`src/rtl/fpsc_pkg.sv`:
```
package fpsc_pkg;
  localparam int REG_W    = 32;
  localparam int FLAG_W   = 4;
  localparam int FLAG_LSB = 28;
  localparam int SAT_BIT  = 27;
  localparam int CTRL_LSB = 22;
  localparam int CTRL_W   = 5;   // round[1:0], flush, dnan, ahalf
  localparam int EXC_N    = 6;
  localparam int STICKY_N = EXC_N + 1;
  localparam logic [REG_W-1:0] LIVE_MASK = 32'hFFC0_009F;

  typedef enum logic [1:0] {
    CMP_LT = 2'b00,
    CMP_EQ = 2'b01,
    CMP_GT = 2'b10,
    CMP_UN = 2'b11
  } cmp_e;

  // Register position of each exception event, by event index
  function automatic int exc_pos(input int idx);
    return (idx == EXC_N - 1) ? 7 : idx;
  endfunction

  function automatic logic [FLAG_W-1:0] flags_of(input cmp_e res);
    unique case (res)
      CMP_LT:  return 4'b1000;
      CMP_EQ:  return 4'b0110;
      CMP_GT:  return 4'b0010;
      default: return 4'b0011;
    endcase
  endfunction
endpackage

```
`src/rtl/fpsc_flag_unit.sv`:
```
module fpsc_flag_unit
  import fpsc_pkg::*;
(
  input  logic              clk,
  input  logic              rst_n,
  input  logic              wr_en,
  input  logic [FLAG_W-1:0] wr_flags,
  input  logic              cmp_valid,
  input  logic [1:0]        cmp_result,
  output logic [FLAG_W-1:0] flags
);
  logic [FLAG_W-1:0] flags_d;
  logic              flags_en;

  assign flags_en = cmp_valid | wr_en;

  always_comb begin
    flags_d = flags;
    if (cmp_valid)  flags_d = flags_of(cmp_e'(cmp_result));
    else if (wr_en) flags_d = wr_flags;
  end

  always_ff @(posedge clk or negedge rst_n) begin
    if (!rst_n)        flags <= '0;
    else if (flags_en) flags <= flags_d;
  end


  cmp_lt_chk: assert property (@(posedge clk) disable iff (!rst_n)
    (cmp_valid && cmp_result == 2'b00) |=> flags == 4'b1000);

  cmp_un_chk: assert property (@(posedge clk) disable iff (!rst_n)
    (cmp_valid && cmp_result == 2'b11) |=> flags == 4'b0011);

  cmp_beats_wr_chk: assert property (@(posedge clk) disable iff (!rst_n)
    (cmp_valid && wr_en && cmp_result == 2'b01) |=> flags == 4'b0110);

  flags_hold_chk: assert property (@(posedge clk) disable iff (!rst_n)
    (!cmp_valid && !wr_en) |=> $stable(flags));
endmodule

```
`src/rtl/fpsc_sticky_bank.sv`:
```
module fpsc_sticky_bank #(
  parameter int N = 7
) (
  input  logic         clk,
  input  logic         rst_n,
  input  logic         wr_en,
  input  logic [N-1:0] wr_bits,
  input  logic [N-1:0] set_bits,
  output logic [N-1:0] q
);
  logic [N-1:0] q_d;
  logic [N-1:0] q_en;

  for (genvar i = 0; i < N; i++) begin : g_bit
    always_comb begin
      q_en[i] = wr_en | set_bits[i];
      q_d[i]  = (wr_en ? wr_bits[i] : q[i]) | set_bits[i];
    end

    always_ff @(posedge clk or negedge rst_n) begin
      if (!rst_n)       q[i] <= 1'b0;
      else if (q_en[i]) q[i] <= q_d[i];
    end


    event_sets_chk: assert property (@(posedge clk) disable iff (!rst_n)
      set_bits[i] |=> q[i]);

    sticky_hold_chk: assert property (@(posedge clk) disable iff (!rst_n)
      (!wr_en && q[i]) |=> q[i]);

    sw_clear_chk: assert property (@(posedge clk) disable iff (!rst_n)
      (wr_en && !wr_bits[i] && !set_bits[i]) |=> !q[i]);
  end
endmodule

```
`src/rtl/fpsc_ctrl_decode.sv`:
```
module fpsc_ctrl_decode
  import fpsc_pkg::*;
(
  input  logic              clk,
  input  logic              rst_n,
  input  logic              wr_en,
  input  logic [CTRL_W-1:0] wr_ctrl,
  output logic [CTRL_W-1:0] ctrl,
  output logic [1:0]        fp_round_mode,
  output logic              fp_flush_zero,
  output logic              fp_default_nan,
  output logic              fp_alt_half,
  output logic [1:0]        simd_round_mode,
  output logic              simd_flush_zero,
  output logic              simd_default_nan
);
  logic [CTRL_W-1:0] ctrl_d;

  always_comb ctrl_d = wr_en ? wr_ctrl : ctrl;

  always_ff @(posedge clk or negedge rst_n) begin
    if (!rst_n)     ctrl <= '0;
    else if (wr_en) ctrl <= ctrl_d;
  end

  always_comb begin
    fp_round_mode    = ctrl[1:0];
    fp_flush_zero    = ctrl[2];
    fp_default_nan   = ctrl[3];
    fp_alt_half      = ctrl[4];
    simd_round_mode  = 2'b00;
    simd_flush_zero  = 1'b1;
    simd_default_nan = 1'b1;
  end


  round_follows_wr_chk: assert property (@(posedge clk) disable iff (!rst_n)
    wr_en |=> fp_round_mode == $past(wr_ctrl[1:0]));

  ctrl_hold_chk: assert property (@(posedge clk) disable iff (!rst_n)
    !wr_en |=> $stable(ctrl));
endmodule

```
`src/rtl/fp_status_ctrl.sv`:
```
module fp_status_ctrl
  import fpsc_pkg::*;
(
  input  logic             clk,
  input  logic             rst_n,
  input  logic             sw_wr_en,
  input  logic [REG_W-1:0] sw_wr_data,
  output logic [REG_W-1:0] sw_rd_data,
  input  logic             cmp_valid,
  input  logic [1:0]       cmp_result,
  input  logic [EXC_N-1:0] exc_pulse,
  input  logic             sat_pulse,
  output logic [1:0]       fp_round_mode,
  output logic             fp_flush_zero,
  output logic             fp_default_nan,
  output logic             fp_alt_half,
  output logic [1:0]       simd_round_mode,
  output logic             simd_flush_zero,
  output logic             simd_default_nan
);
  logic [1:0]          rst_pipe;
  logic                rst_n_int;
  logic [FLAG_W-1:0]   flags;
  logic [CTRL_W-1:0]   ctrl;
  logic [STICKY_N-1:0] sticky_q;
  logic [STICKY_N-1:0] sticky_wr;
  logic [STICKY_N-1:0] sticky_set;

  // Asynchronous assert, synchronous release
  always_ff @(posedge clk or negedge rst_n) begin
    if (!rst_n) rst_pipe <= 2'b00;
    else        rst_pipe <= {rst_pipe[0], 1'b1};
  end
  assign rst_n_int = rst_pipe[1];

  for (genvar e = 0; e < EXC_N; e++) begin : g_exc_map
    assign sticky_wr[e]  = sw_wr_data[exc_pos(e)];
    assign sticky_set[e] = exc_pulse[e];
  end
  assign sticky_wr[STICKY_N-1]  = sw_wr_data[SAT_BIT];
  assign sticky_set[STICKY_N-1] = sat_pulse;

  fpsc_flag_unit u_flags (
    .clk        (clk),
    .rst_n      (rst_n_int),
    .wr_en      (sw_wr_en),
    .wr_flags   (sw_wr_data[FLAG_LSB +: FLAG_W]),
    .cmp_valid  (cmp_valid),
    .cmp_result (cmp_result),
    .flags      (flags)
  );

  fpsc_sticky_bank #(.N(STICKY_N)) u_sticky (
    .clk      (clk),
    .rst_n    (rst_n_int),
    .wr_en    (sw_wr_en),
    .wr_bits  (sticky_wr),
    .set_bits (sticky_set),
    .q        (sticky_q)
  );

  fpsc_ctrl_decode u_ctrl (
    .clk              (clk),
    .rst_n            (rst_n_int),
    .wr_en            (sw_wr_en),
    .wr_ctrl          (sw_wr_data[CTRL_LSB +: CTRL_W]),
    .ctrl             (ctrl),
    .fp_round_mode    (fp_round_mode),
    .fp_flush_zero    (fp_flush_zero),
    .fp_default_nan   (fp_default_nan),
    .fp_alt_half      (fp_alt_half),
    .simd_round_mode  (simd_round_mode),
    .simd_flush_zero  (simd_flush_zero),
    .simd_default_nan (simd_default_nan)
  );

  always_comb begin
    sw_rd_data = '0;
    sw_rd_data[FLAG_LSB +: FLAG_W] = flags;
    sw_rd_data[SAT_BIT]            = sticky_q[STICKY_N-1];
    sw_rd_data[CTRL_LSB +: CTRL_W] = ctrl;
    for (int e = 0; e < EXC_N; e++) sw_rd_data[exc_pos(e)] = sticky_q[e];
  end


  reserved_zero_chk: assert property (@(posedge clk) disable iff (!rst_n_int)
    sw_wr_en |=> (sw_rd_data & ~LIVE_MASK) == '0);

  rd_tracks_wr_chk: assert property (@(posedge clk) disable iff (!rst_n_int)
    (sw_wr_en && !cmp_valid && exc_pulse == '0 && !sat_pulse)
      |=> sw_rd_data == ($past(sw_wr_data) & LIVE_MASK));
endmodule

```
`config.mk`:
```
export PLATFORM = sky130hd
export DESIGN_NAME = fp_status_ctrl
export DESIGN_NICKNAME = d
export VERILOG_FILES = /design/src/rtl/fpsc_pkg.sv /design/src/rtl/fpsc_flag_unit.sv /design/src/rtl/fpsc_sticky_bank.sv /design/src/rtl/fpsc_ctrl_decode.sv /design/src/rtl/fp_status_ctrl.sv
export SDC_FILE = /design/constraint.sdc
export NUM_CORES = 1
export LEC_CHECK = 0
export BUFFER_PORTS_ARGS = -buffer_cell sky130_fd_sc_hd__buf_2
export CORE_MARGIN = 2
export CORE_UTILIZATION = 36
export DETAILED_ROUTE_END_ITERATION = 6
export GPL_TIMING_DRIVEN = 0
export HOLD_SLACK_MARGIN = 0.06
export PLACE_DENSITY_LB_ADDON = 0.3
export SLEW_MARGIN = 20
export SYNTH_ARGS = -nofsm -noshare
export SYNTH_HDL_FRONTEND = slang
export SYNTH_SLANG_ARGS = --single-unit
```
`constraint.sdc`:
```
create_clock -name clk -period 0.8 [get_ports clk]
set_clock_uncertainty 0.05 [all_clocks]
set_input_delay 0.04 -clock clk [delete_from_list [all_inputs] [get_ports clk]]
set_output_delay 0.04 -clock clk [all_outputs]
set_load 0.02 [all_outputs]
```
**After elaboration in Yosys (flattened, before gate mapping)**

Index checks and enable logic that the tools add are counted.

- Eq/ne operators: 2
- Bitwise operators: 15
- Muxes and demuxes: 10
- Reductions and logical operators: 3

Operators by type and width:

| cell | count |
|---|---|
| OR 1 bit | 15 |
| one-hot mux 4 bit (3 select lines) | 1 |
| two-way mux 4 bit | 2 |
| two-way mux 1 bit | 7 |
| equality test 2 x 1 -> 1 bit (second input constant) | 1 |
| equality test 2 bit (second input constant) | 1 |
| logical NOT 2 bit | 1 |
| AND reduction 2 bit | 1 |
| nonzero test 2 bit | 1 |

- Flip-flop bits (word level): 18
- Logic and storage cells: 40
- Output and inout bits: 41
- Input port bits: 45

**Logic depth before layout (Yosys ltp)**

Gate-level depths: netlist of run 1.

- Depth after elaboration: 3
- Gate-level depth with buffers: 3
- Depth with buffers taken out: 2

**By module**

From an unflattened synthesis of run 1, not the netlist that was laid out.

- Cell total of the unflattened synthesis: 78
- Area total of the unflattened synthesis: 915.9 µm²

Modules (own cells, without submodules):

| module | instances | area an instance (µm²) | sequential area each (µm²) | cells an instance |
|---|---|---|---|---|
| fpsc_sticky_bank | 1 | 296.5 | 175.2 | 22 |
| fpsc_ctrl_decode | 1 | 256.5 | 125.1 | 21 |
| fpsc_flag_unit | 1 | 185.2 | 100.1 | 15 |
| fp_status_ctrl | 1 | 177.7 | 50.0 | 20 |

**Worst setup path before layout of run 1**

Ideal clock, no wire load.

- Kind: register to register
- From: register u_flags.flags[1] (netlist name)
- To: register u_flags.flags[1]
- Data arrival time: 0.860 ns
- Setup time: 0.119 ns
- Data required time: 0.631 ns
- Path slack: -0.229 ns
- Cell stages (with the launch flop): 3
- Clock period less this slack: 1.029 ns
- Buffers on the path: 0
- Path through: dfrtp_1 -> mux2_2 -> o21a_1

RTL lines:

| element | RTL line | RTL |
|---|---|---|
| to (signal assigned) | fpsc_flag_unit.sv:25 | `else if (flags_en) flags <= flags_d;` |
| to (decl) | fpsc_flag_unit.sv:10 | `output logic [FLAG_W-1:0] flags` |

**Worst setup path after layout of run 1**

- From: register u_ctrl.ctrl[0]
- To: output sw_rd_data[22]

RTL lines:

| element | RTL line | RTL |
|---|---|---|
| from (decl) | fpsc_ctrl_decode.sv:8 | `output logic [CTRL_W-1:0] ctrl,` |
| from (signal assigned) | fpsc_ctrl_decode.sv:23 | `else if (wr_en) ctrl <= ctrl_d;` |
| to (decl) | fp_status_ctrl.sv:8 | `output logic [REG_W-1:0] sw_rd_data,` |

No word-level cell between the ends.

==> impl_metrics.py, run 1 <==
metrics = {
    "synthesis": {
        "netlist_instances": 77,
        "synth_xor_area_frac": 0,
        "synth_warnings": 0,
        "yosys.cell_types.count": 13,
        "synth_fa_ha_area_frac": 0,
        "synth.avg_cell_area_um2": 11.9,
        "synth_compound_area_frac": 0.0917,
        "ys_seq_area_frac": 0.492,
        "synth-seq-cells": 18,
        "synthMuxAreaShare": 0.107,
        "syn_area_um2": 915,
        "synth-simple-area-share": 0.0711,
        "synth_top_family_by_area": "buffers and inverters",
    },
    "drt": {
        "initialDrtViolationCount": 5,
        "totalWireLength_um": 1970,
        "vias": 739,
        "wl_per_cell_um": 10.7,
        "wl_met2_um": 1050,
        "route.met3.wl_um": 152,
        "postRouteAntennaNets": 0,
        "avgViaCountPerCell": 3.99,
        "wl_met1_um": 736,
        "dr.pass1.iters": 3,
        "top_layer_used": "met4",
        "drc": 0,
    },
    "floorplanning": {
        "ioPinCount": 86,
        "die_h_um": 54.4,
        "num_rows": 18,
        "core-area_um2": 2430,
        "die_w_um": 54.4,
        "initial_core_util": 0.376,
        "die_area_um2": 2960,
    },
    "clock_tree": {
        "root_buffer": "clkbuf_4",
        "cts.sinks": 18,
        "cts_tree": "yes",
        "htreeDepth": 1,
        "clockBufferDepth": 2,
        "clk_latency_ns": 0.28,
        "cts.clk_slew.worst_paths_ns": 0.10,
        "numCtsBuffers": 3,
    },
    "finish": {
        "final_cell_area_um2": 1540,
        "nets": 201,
        "area_delta_synth_final_pct": 68.1,
        "layout_commonest_cell": "buf_2",
        "drive_gt1_frac": 0.658,
        "utilization": 0.632,
        "final_cell_mix": "buf_2, buf_6, buf_4, conb_1, dfrtp_2",
        "diodes": 0,
    },
    "pwr": {
        "vdd_drop_max_mv": 0.943,
        "power.total_mw": 2.38,
        "powerDensity_nw_per_um2": 1550,
        "p_leak_nw": 0.814,
    },
    "place": {
        "gp_congestion": 0.617,
        "place_area_um2": 1280,
        "portBuffers": 49,
        "dp_hpwl_um": 1430,
    },
    "sta": {
        "final.min_clock_period_ns": 1.04,
        "fin_crit_sh": 1.30,
        "finalSetupViolations": 36,
        "fmax_ghz": 0.962,
        "setup_ws_ns": -0.240,
        "final-hold-violation-count": 13,
        "slew_violations": 0,
        "grt_setup_unrepaired": "yes",
        "fin_hold_ws_ns": -0.107,
    },
    "critical_path": {
        "end_kind": "output pin",
        "crit_fanout": 3,
        "slowest_stage": "dfrtp_2",
        "crit_type": "flop to output pin",
        "startpoint_type": "flop",
        "max_stage_delay_ns": 0.43,
        "cpMostUsedCell": "buf_6",
        "required_ns": 0.71,
        "arrival_ns": 0.95,
        "crit_path_cell_trace": "buf_6 -> buf_6",
    },
    "grt": {
        "grt_pass1_vias": 679,
        "grt_antenna_before_repair": 0,
        "grt_start_max_net_pins": 17,
        "overflow": 0,
        "grt_usage": 0.133,
        "grt_pass1_wl_um": 2710,
    },
    "outcome": {
        "violations": "hold timing, setup timing",
        "status": "finished, violations left",
    },
    "worst_hold_path": {
        "holdCritPathClass": "primary input to flop",
    },
    "flow_run": {
        "cap_violations": 0,
    },
}
[synthesized netlist by cell type]
cell type,instances,area share
a211o_1,7,0.067
buf_4,25,0.21
buf_6,2,0.025
conb_1,2,0.0082
dfrtp_1,18,0.49
mux2_2,6,0.074
mux2i_1,3,0.033
nand3_1,1,0.0055
nand3b_1,1,0.0082
nor2b_1,7,0.048
o21a_1,1,0.0082
o21ai_0,3,0.016
or3b_1,1,0.0096
[cells by family (layout without fill, tap and decap cells)]
| kind of cell | after synthesis | in the layout |
|---|---|---|
| and+or+nand+nor | 10 | 10 |
| DFF | 18 | 18 |
| other | 2 | 21 |
| muxes | 9 | 9 |
| buffers and inverters | 27 | 86 |
| AOI/OAI and AO/OA | 11 | 11 |
[stage by stage]
step | hold slack, ns | worst slack (ns) | setup TNS (ns) | instances
2_1_floorplan | -0.306 | -0.216 | -1.69 | 96
5_1_grt | -0.120 | -0.281 | -5.89 | 185
4_1_cts | -0.115 | -0.244 | -4.86 | 184
3_5_place_dp | -0.221 | -0.164 | -1.42 | 175
6_report | -0.107 | -0.240 | -4.57 | 185
3_3_place_gp | -0.225 | -0.165 | -0.895 | 175
[critical path, delay by kind of cell (launching register included)]
kind | cells | cell delay, ns
DFF | 1 | 0.43
buffers and inverters | 2 | 0.24
[cell type report]
type                    instances  area [µm²]
plain buffers                  27         229
flip-flops and latches         18         463
well taps                      30        37.5
fillers                       196         895
multi-input cells              51         363
repair buffers                 55         409
clock buffers                   4        36.3
[path summary, 6_finish.rpt]
path / startpoint / end / slack [ns] / cells past startpoint
setup reg to reg: u_flags.flags[1] / u_flags.flags[1] / -0.19 / 2
hold reg to reg: rst_pipe[1] / u_ctrl.ctrl[1] / 0.12 / 0
max in group asynchronous: rst_n / rst_pipe[1] / 0.05 / 3
setup / recovery: u_ctrl.ctrl[0] / sw_rd_data[22] / -0.24 / 2
min in group asynchronous: rst_pipe[1] / u_ctrl.ctrl[1] / 0.12 / 0
hold / removal: exc_pulse[0] / u_sticky.q[0] / -0.11 / 2
[timing repair]
action / 4_1_cts / 5_1_grt
setup buffers: 1 / 0
gates resized for setup: 45 / 7
hold buffers: 4 / 3
pin swaps: 0 / 1
hold endpoints to repair: 18 / 18
setup endpoints to repair: 43 / 39
[where the power goes]
part | internal [mW] | switching [mW] | leakage, nW
logic | 0.427 | 0.355 | 0.602
clock network | 0.277 | 0.261 | 0.0210
registers | 0.990 | 0.0680 | 0.191
[state kept, by name, summed over array words and instances, names as in the netlist]
signal and cells:
u_flags.flags 4, rst_pipe 2, u_sticky.q 7, u_ctrl.ctrl 5
[per-layer routing]
layer,GRT usage,up-vias
li1,-,371
met1,0.121,329
met2,0.267,37
met3,0.0246,2
met4,0.0750,0
met5,0,-
Power figures use the tool's default switching activity.
==> run 2: changes to the inputs <==
--- a/config.mk
+++ b/config.mk
@@ -5,6 +5,7 @@
 export SDC_FILE = /design/constraint.sdc
 export NUM_CORES = 1
 export LEC_CHECK = 0
+export ABC_AREA = 1
 export BUFFER_PORTS_ARGS = -buffer_cell sky130_fd_sc_hd__buf_2
 export CORE_MARGIN = 2
 export CORE_UTILIZATION = 36
==> impl_metrics.py, run 2 <==
metrics = {
    "clock_tree": {
        "cts.clk_slew.worst_paths_ns": 0.10,
        "root_buffer": "clkbuf_4",
        "cts_hold_buffers": 25,
        "numCtsBuffers": 3,
        "cts.sinks": 18,
        "clk_latency_ns": 0.29,
        "clockBufferDepth": 2,
        "cts_tree": "yes",
        "htreeDepth": 1,
    },
    "critical_path": {
        "reg2reg_from": "u_flags.flags[1]",
        "r2r_slack_ns": -0.04,
        "rr_worst_depth": 3,
        "cpMostUsedCell": "buf_6",
        "end_kind": "output pin",
        "arrival_ns": 0.97,
        "cp_num_buf_inv": 2,
        "crit_start": "u_ctrl.ctrl[2]",
        "crit_path_cell_trace": "buf_6 -> buf_6",
        "startpoint_type": "flop",
        "crit_family": "flip-flops",
        "crit_fanout": 3,
        "max_stage_delay_ns": 0.43,
        "required_ns": 0.71,
        "crit_end": "sw_rd_data[24]",
        "slowest_stage": "dfrtp_1",
        "crit_cells": 2,
        "rr_endpoint": "u_flags.flags[1]",
        "crit_type": "flop to output pin",
    },
    "synthesis": {
        "syn_area_um2": 950,
        "synth_area_leaders": "dfrtp_1, buf_4, nand2_1",
        "yosysTopAreaCell": "dfrtp_1",
        "synthTopCellsByCount": "nand2_1, buf_4, dfrtp_1, a21oi_2, nand2_2",
        "synth_most_common_cell": "nand2_1",
        "yosys.cell_types.count": 14,
        "synth_top_area_frac": 0.474,
        "synthArstFlopShare": 1.00,
        "ys_seq_area_frac": 0.474,
        "netlist_instances": 109,
        "synth-seq-cells": 18,
        "synth_warnings": 0,
        "synth.avg_cell_area_um2": 8.71,
        "synth_edf_count": 0,
        "ys.flop_type": "dfrtp_1",
    },
    "finish": {
        "drive_gt1_frac": 0.519,
        "multi_input_area_um2": 377,
        "biggestRegsByFlops": "u_sticky.q: 7 flops, u_ctrl.ctrl: 5 flops, u_flags.flags: 4 flops",
        "seqCellArea_um2": 452,
        "finalNonFillerCells": 244,
        "nets": 260,
        "largest-register": "u_sticky.q",
        "diodes": 0,
        "largest_register_ffs": 7,
        "area_delta_synth_final_pct": 94.1,
        "n_fill_cell": 199,
        "final_cell_mix": "buf_6, nand2_1, buf_2",
    },
    "sta": {
        "fmax_ghz": 0.944,
        "fin_crit_sh": 1.32,
        "grt_setup_unrepaired": "yes",
        "finalSetupTns_ns": -3.42,
        "finalSetupViolations": 26,
        "final.min_clock_period_ns": 1.06,
        "slew_violations": 0,
        "final-hold-violation-count": 0,
        "setup_ws_ns": -0.259,
    },
    "drt": {
        "avgViaCountPerCell": 4.05,
        "wl_per_cell_um": 11.1,
        "totalWireLength_um": 2710,
        "vias": 988,
        "initialDrtViolationCount": 6,
        "drc": 0,
        "dr.pass1.iters": 3,
        "postRouteAntennaNets": 0,
    },
    "grt": {
        "grt_pass1_wl_um": 4510,
        "grt-busiest-layer": "met2",
        "overflow": 0,
        "grt_usage": 0.184,
        "gr-usage-met1": 0.181,
        "grt_util_met3": 0.0515,
        "grt_use_met2": 0.357,
        "grt_start_max_net_pins": 17,
        "grt_antenna_before_repair": 0,
        "grt_pass1_vias": 1054,
    },
    "floorplanning": {
        "die_h_um": 55.4,
        "num_rows": 18,
        "initial_core_util": 0.380,
        "ioPinCount": 86,
        "core-area_um2": 2500,
        "die_w_um": 55.4,
        "die_area_um2": 3060,
    },
    "pwr": {
        "vdd_drop_max_mv": 1.17,
        "powerDensity_nw_per_um2": 1370,
        "power.total_mw": 2.53,
        "p_leak_nw": 1.00,
    },
    "flow_run": {
        "cap_violations": 0,
    },
    "worst_hold_path": {
        "holdCritPathClass": "primary input to flop",
    },
    "place": {
        "dp_cells": 207,
        "gp_congestion": 0.687,
        "dp_hpwl_um": 1540,
        "portBuffers": 49,
    },
    "outcome": {
        "violations": "setup timing",
        "status": "finished, violations left",
    },
}
## run 2: cell types whose count changed after synthesis, sizes merged
cell	delta
mux2	-6
o21ai	-2
a211o	-7
mux2i	-3
a21oi	+7
nand2	+43
nor2b	-7
or3b	-1
o21a	-1
inv	+4
nand3	+3
nor2	+3
nand3b	-1
## run 2: timing repair
| item | CTS | global route |
|---|---|---|
| cloned | 0 | 0 |
| endpoints found under the hold margin | 18 | 5 |
| gates resized for setup | 44 | 18 |
| setup endpoints to repair | 21 | 44 |
| buffers inserted | 4 | 4 |
| pin swaps | 1 | 0 |
## run 2: layer usage
metal	part of all wire	wire (µm)
met1	0.33	902
met3	0.067	180
met2	0.57	1540
met4	0.031	85
met5	0	0
## run 2: area by class of cell
class                           instances  area share
Sequential cell                        18       0.245
Inverter                                4     0.00815
Tap cell                               30      0.0204
Multi-Input combinational cell         79       0.204
Buffer                                 27       0.124
Clock buffer                            4      0.0197
Timing Repair Buffer                   82       0.378
## run 2: stage by stage
step	utilization	cell area, µm²	hold slack (ns)	setup WS, ns
after floorplan	-	1020	-0.306	0.0343
after global placement	0.522	1300	-0.222	0.0356
after detailed placement	0.522	1300	-0.222	0.00582
after CTS	0.704	1760	0.00523	-0.257
after global routing	0.737	1840	0.0274	-0.317
final	0.737	1840	0.0142	-0.259
## run 2: how the worst min path moves through the flow
stage / from / endpoint / slack [ns] / cells past startpoint
after floorplan: rst_n / rst_pipe[0] / -0.31 / 0
after global placement: rst_n / rst_pipe[0] / -0.22 / 1
after detailed placement: rst_n / rst_pipe[0] / -0.22 / 1
after CTS: sw_wr_en / u_sticky.q[3] / 0.005 / 3
after global routing: sw_wr_en / u_sticky.q[2] / 0.03 / 3
final: cmp_result[0] / u_flags.flags[1] / 0.01 / 3
## run 2: where the power goes
group,total [mW],leakage [nW],switching [mW],internal (mW)
Combinational,0.923,0.779,0.420,0.503
Clock,0.548,0.0210,0.271,0.277
Sequential,1.06,0.203,0.0760,0.981
Total,2.53,1.00,0.766,1.76
## run 2: tightest hold or removal path, cell delays in order
cell     delay, ns
buf_2         0.10
o21ai_0       0.11
nand3_1       0.08
## run 2: logic make-up after synthesis
group / after synthesis / synth area share
DFF: 18 / 0.474
buffers and inverters: 31 / 0.237
AOI/OAI and AO/OA: 8 / 0.0619
and+or+nand+nor: 50 / 0.219
other: 2 / 0.00791
==> run 3: changes to the inputs <==
--- a/config.mk
+++ b/config.mk
@@ -6,11 +6,11 @@
 export NUM_CORES = 1
 export LEC_CHECK = 0
 export ABC_AREA = 1
-export BUFFER_PORTS_ARGS = -buffer_cell sky130_fd_sc_hd__buf_2
+export BUFFER_PORTS_ARGS = -buffer_cell sky130_fd_sc_hd__buf_4
 export CORE_MARGIN = 2
 export CORE_UTILIZATION = 36
+export CTS_CLUSTER_DIAMETER = 40
 export DETAILED_ROUTE_END_ITERATION = 6
-export GPL_TIMING_DRIVEN = 0
 export HOLD_SLACK_MARGIN = 0.06
 export PLACE_DENSITY_LB_ADDON = 0.3
 export SLEW_MARGIN = 20
==> impl_metrics.py, run 3 (synthesis gave the netlist of run 2 again) <==
metrics = {
    "outcome": {
        "status": "finished, violations left",
        "violations": "setup timing",
    },
    "place": {
        "gp_congestion": 0.774,
        "portBuffers": 49,
        "pre_cts_ws_ns": 0.0352,
        "dp_hpwl_um": 1540,
    },
    "pwr": {
        "powerDensity_nw_per_um2": 1440,
        "p_leak_nw": 0.907,
        "vdd_drop_max_mv": 0.917,
        "power.total_mw": 2.46,
    },
    "finish": {
        "diodes": 0,
        "largest_register_ffs": 7,
        "drive_gt1_frac": 0.447,
        "biggestRegsByFlops": "u_sticky.q: 7 flops, u_ctrl.ctrl: 5 flops, u_flags.flags: 4 flops",
        "area_delta_synth_final_pct": 79.6,
        "n_fill_cell": 185,
        "layout_commonest_cell": "buf_4",
        "largest-register": "u_sticky.q",
        "final_cell_mix": "buf_4, nand2_1, buf_6",
        "nets": 234,
    },
    "critical_path": {
        "end_kind": "output pin",
        "crit_family": "flip-flops",
        "slowest_stage": "dfrtp_1",
        "reg2reg_from": "u_flags.flags[1]",
        "crit_fanout": 3,
        "rr_worst_depth": 3,
        "crit_path_cell_trace": "buf_6",
        "required_ns": 0.71,
        "cp_num_buf_inv": 1,
        "crit_type": "flop to output pin",
        "r2r_slack_ns": -0.05,
        "max_stage_delay_ns": 0.43,
        "startpoint_type": "flop",
        "arrival_ns": 0.87,
        "rr_endpoint": "u_flags.flags[1]",
    },
    "worst_hold_path": {
        "holdCritPathClass": "primary input to flop",
        "whs_path_depth": 3,
        "hold_start": "sw_wr_en",
        "holdPathEnd": "u_flags.flags[1]",
    },
    "floorplanning": {
        "die_h_um": 55.4,
        "ioPinCount": 86,
        "num_rows": 18,
        "die_w_um": 55.4,
        "initial_core_util": 0.380,
        "core-area_um2": 2500,
        "die_area_um2": 3060,
    },
    "clock_tree": {
        "numCtsBuffers": 3,
        "cts_tree": "yes",
        "clk_latency_ns": 0.29,
        "cts.clk_slew.worst_paths_ns": 0.10,
        "htreeDepth": 1,
        "cts.sinks": 18,
        "root_buffer": "clkbuf_4",
        "cts_hold_buffers": 25,
        "clockBufferDepth": 2,
    },
    "drt": {
        "initialDrtViolationCount": 24,
        "dr.pass1.iters": 4,
        "wl_per_cell_um": 11.9,
        "totalWireLength_um": 2600,
        "avgViaCountPerCell": 4.25,
        "drc": 0,
        "postRouteAntennaNets": 0,
        "vias": 927,
    },
    "grt": {
        "grt_pass1_wl_um": 4010,
        "grt_antenna_before_repair": 0,
        "grt_start_max_net_pins": 13,
        "grt_pass1_vias": 917,
        "grt_usage": 0.163,
        "overflow": 0,
    },
    "sta": {
        "final-hold-violation-count": 0,
        "fin_hold_ws_ns": 0.0178,
        "finalSetupViolations": 24,
        "fmax_ghz": 1.04,
        "grt_setup_unrepaired": "yes",
        "finalSetupTns_ns": -3.04,
        "fin_crit_sh": 1.20,
        "final.min_clock_period_ns": 0.957,
        "setup_ws_ns": -0.157,
        "slew_violations": 0,
    },
    "flow_run": {
        "cap_violations": 0,
    },
}
-- run 3: changes by cell type in the layout (fill, tap and decap cells not counted), sizes merged --
cell	change
buf	-26
dlygate4sd3	-2
dlymetal6s4s	+2
-- run 3: how the worst max path moves through the flow --
stage / startpoint / to / slack (ns) / cells after the start
detailed placement: sw_wr_en / u_sticky.q[3] / 0.04 / 4
global placement: cmp_valid / u_flags.flags[2] / 0.06 / 5
CTS: u_ctrl.ctrl[2] / fp_flush_zero / -0.18 / 1
finish: u_ctrl.ctrl[2] / sw_rd_data[24] / -0.16 / 1
floorplan: u_flags.flags[1] / u_flags.flags[1] / 0.03 / 2
global route: u_ctrl.ctrl[2] / sw_rd_data[24] / -0.20 / 1
-- run 3: report_power, final --
part | switching (mW) | internal, mW
Clock | 0.287 | 0.277
Combinational | 0.410 | 0.437
Sequential | 0.0693 | 0.981
-- run 3: area by class of cell --
class                      count  area, µm²  share of cell area
timing repair buffer          83        792               0.464
multi-input combinational     79        374               0.219
clock buffer                   4       36.3              0.0213
inverter                       4       15.0             0.00880
sequential                    18        450               0.264
tap                           30       37.5              0.0220
-- run 3: metal layers --
layer | track usage | routed length (µm) | up-vias
li1 | - | - | 445
met1 | 0.191 | 1010 | 425
met2 | 0.286 | 1420 | 55
met3 | 0.0304 | 148 | 2
met4 | 0.0732 | 27 | 0
met5 | 0 | 0 | -
-- run 3: stage by stage --
| stage | std cells | instance area, µm² | utilization |
|---|---|---|---|
| 5_1_grt | 218 | 1710 | 0.682 |
| 6_report | 218 | 1710 | 0.682 |
| 4_1_cts | 213 | 1600 | 0.641 |
| 2_1_floorplan | 128 | 1020 | - |
| 3_5_place_dp | 183 | 1250 | 0.501 |
| 3_3_place_gp | 183 | 1250 | 0.501 |
-- run 3: timing repair --
item | CTS | global route
endpoints found under the hold margin | 18 | 4
gates resized for setup | 15 | 21
pin swaps | 0 | 5
setup endpoints to repair | 21 | 26
setup buffers | 1 | 5
-- run 3: worst reg2reg max path: cells and delay by family, from the launching register on --
family | cells | cell delay (ns)
buffers and inverters | 1 | 0.13
DFF | 1 | 0.42
and+or+nand+nor | 2 | 0.13
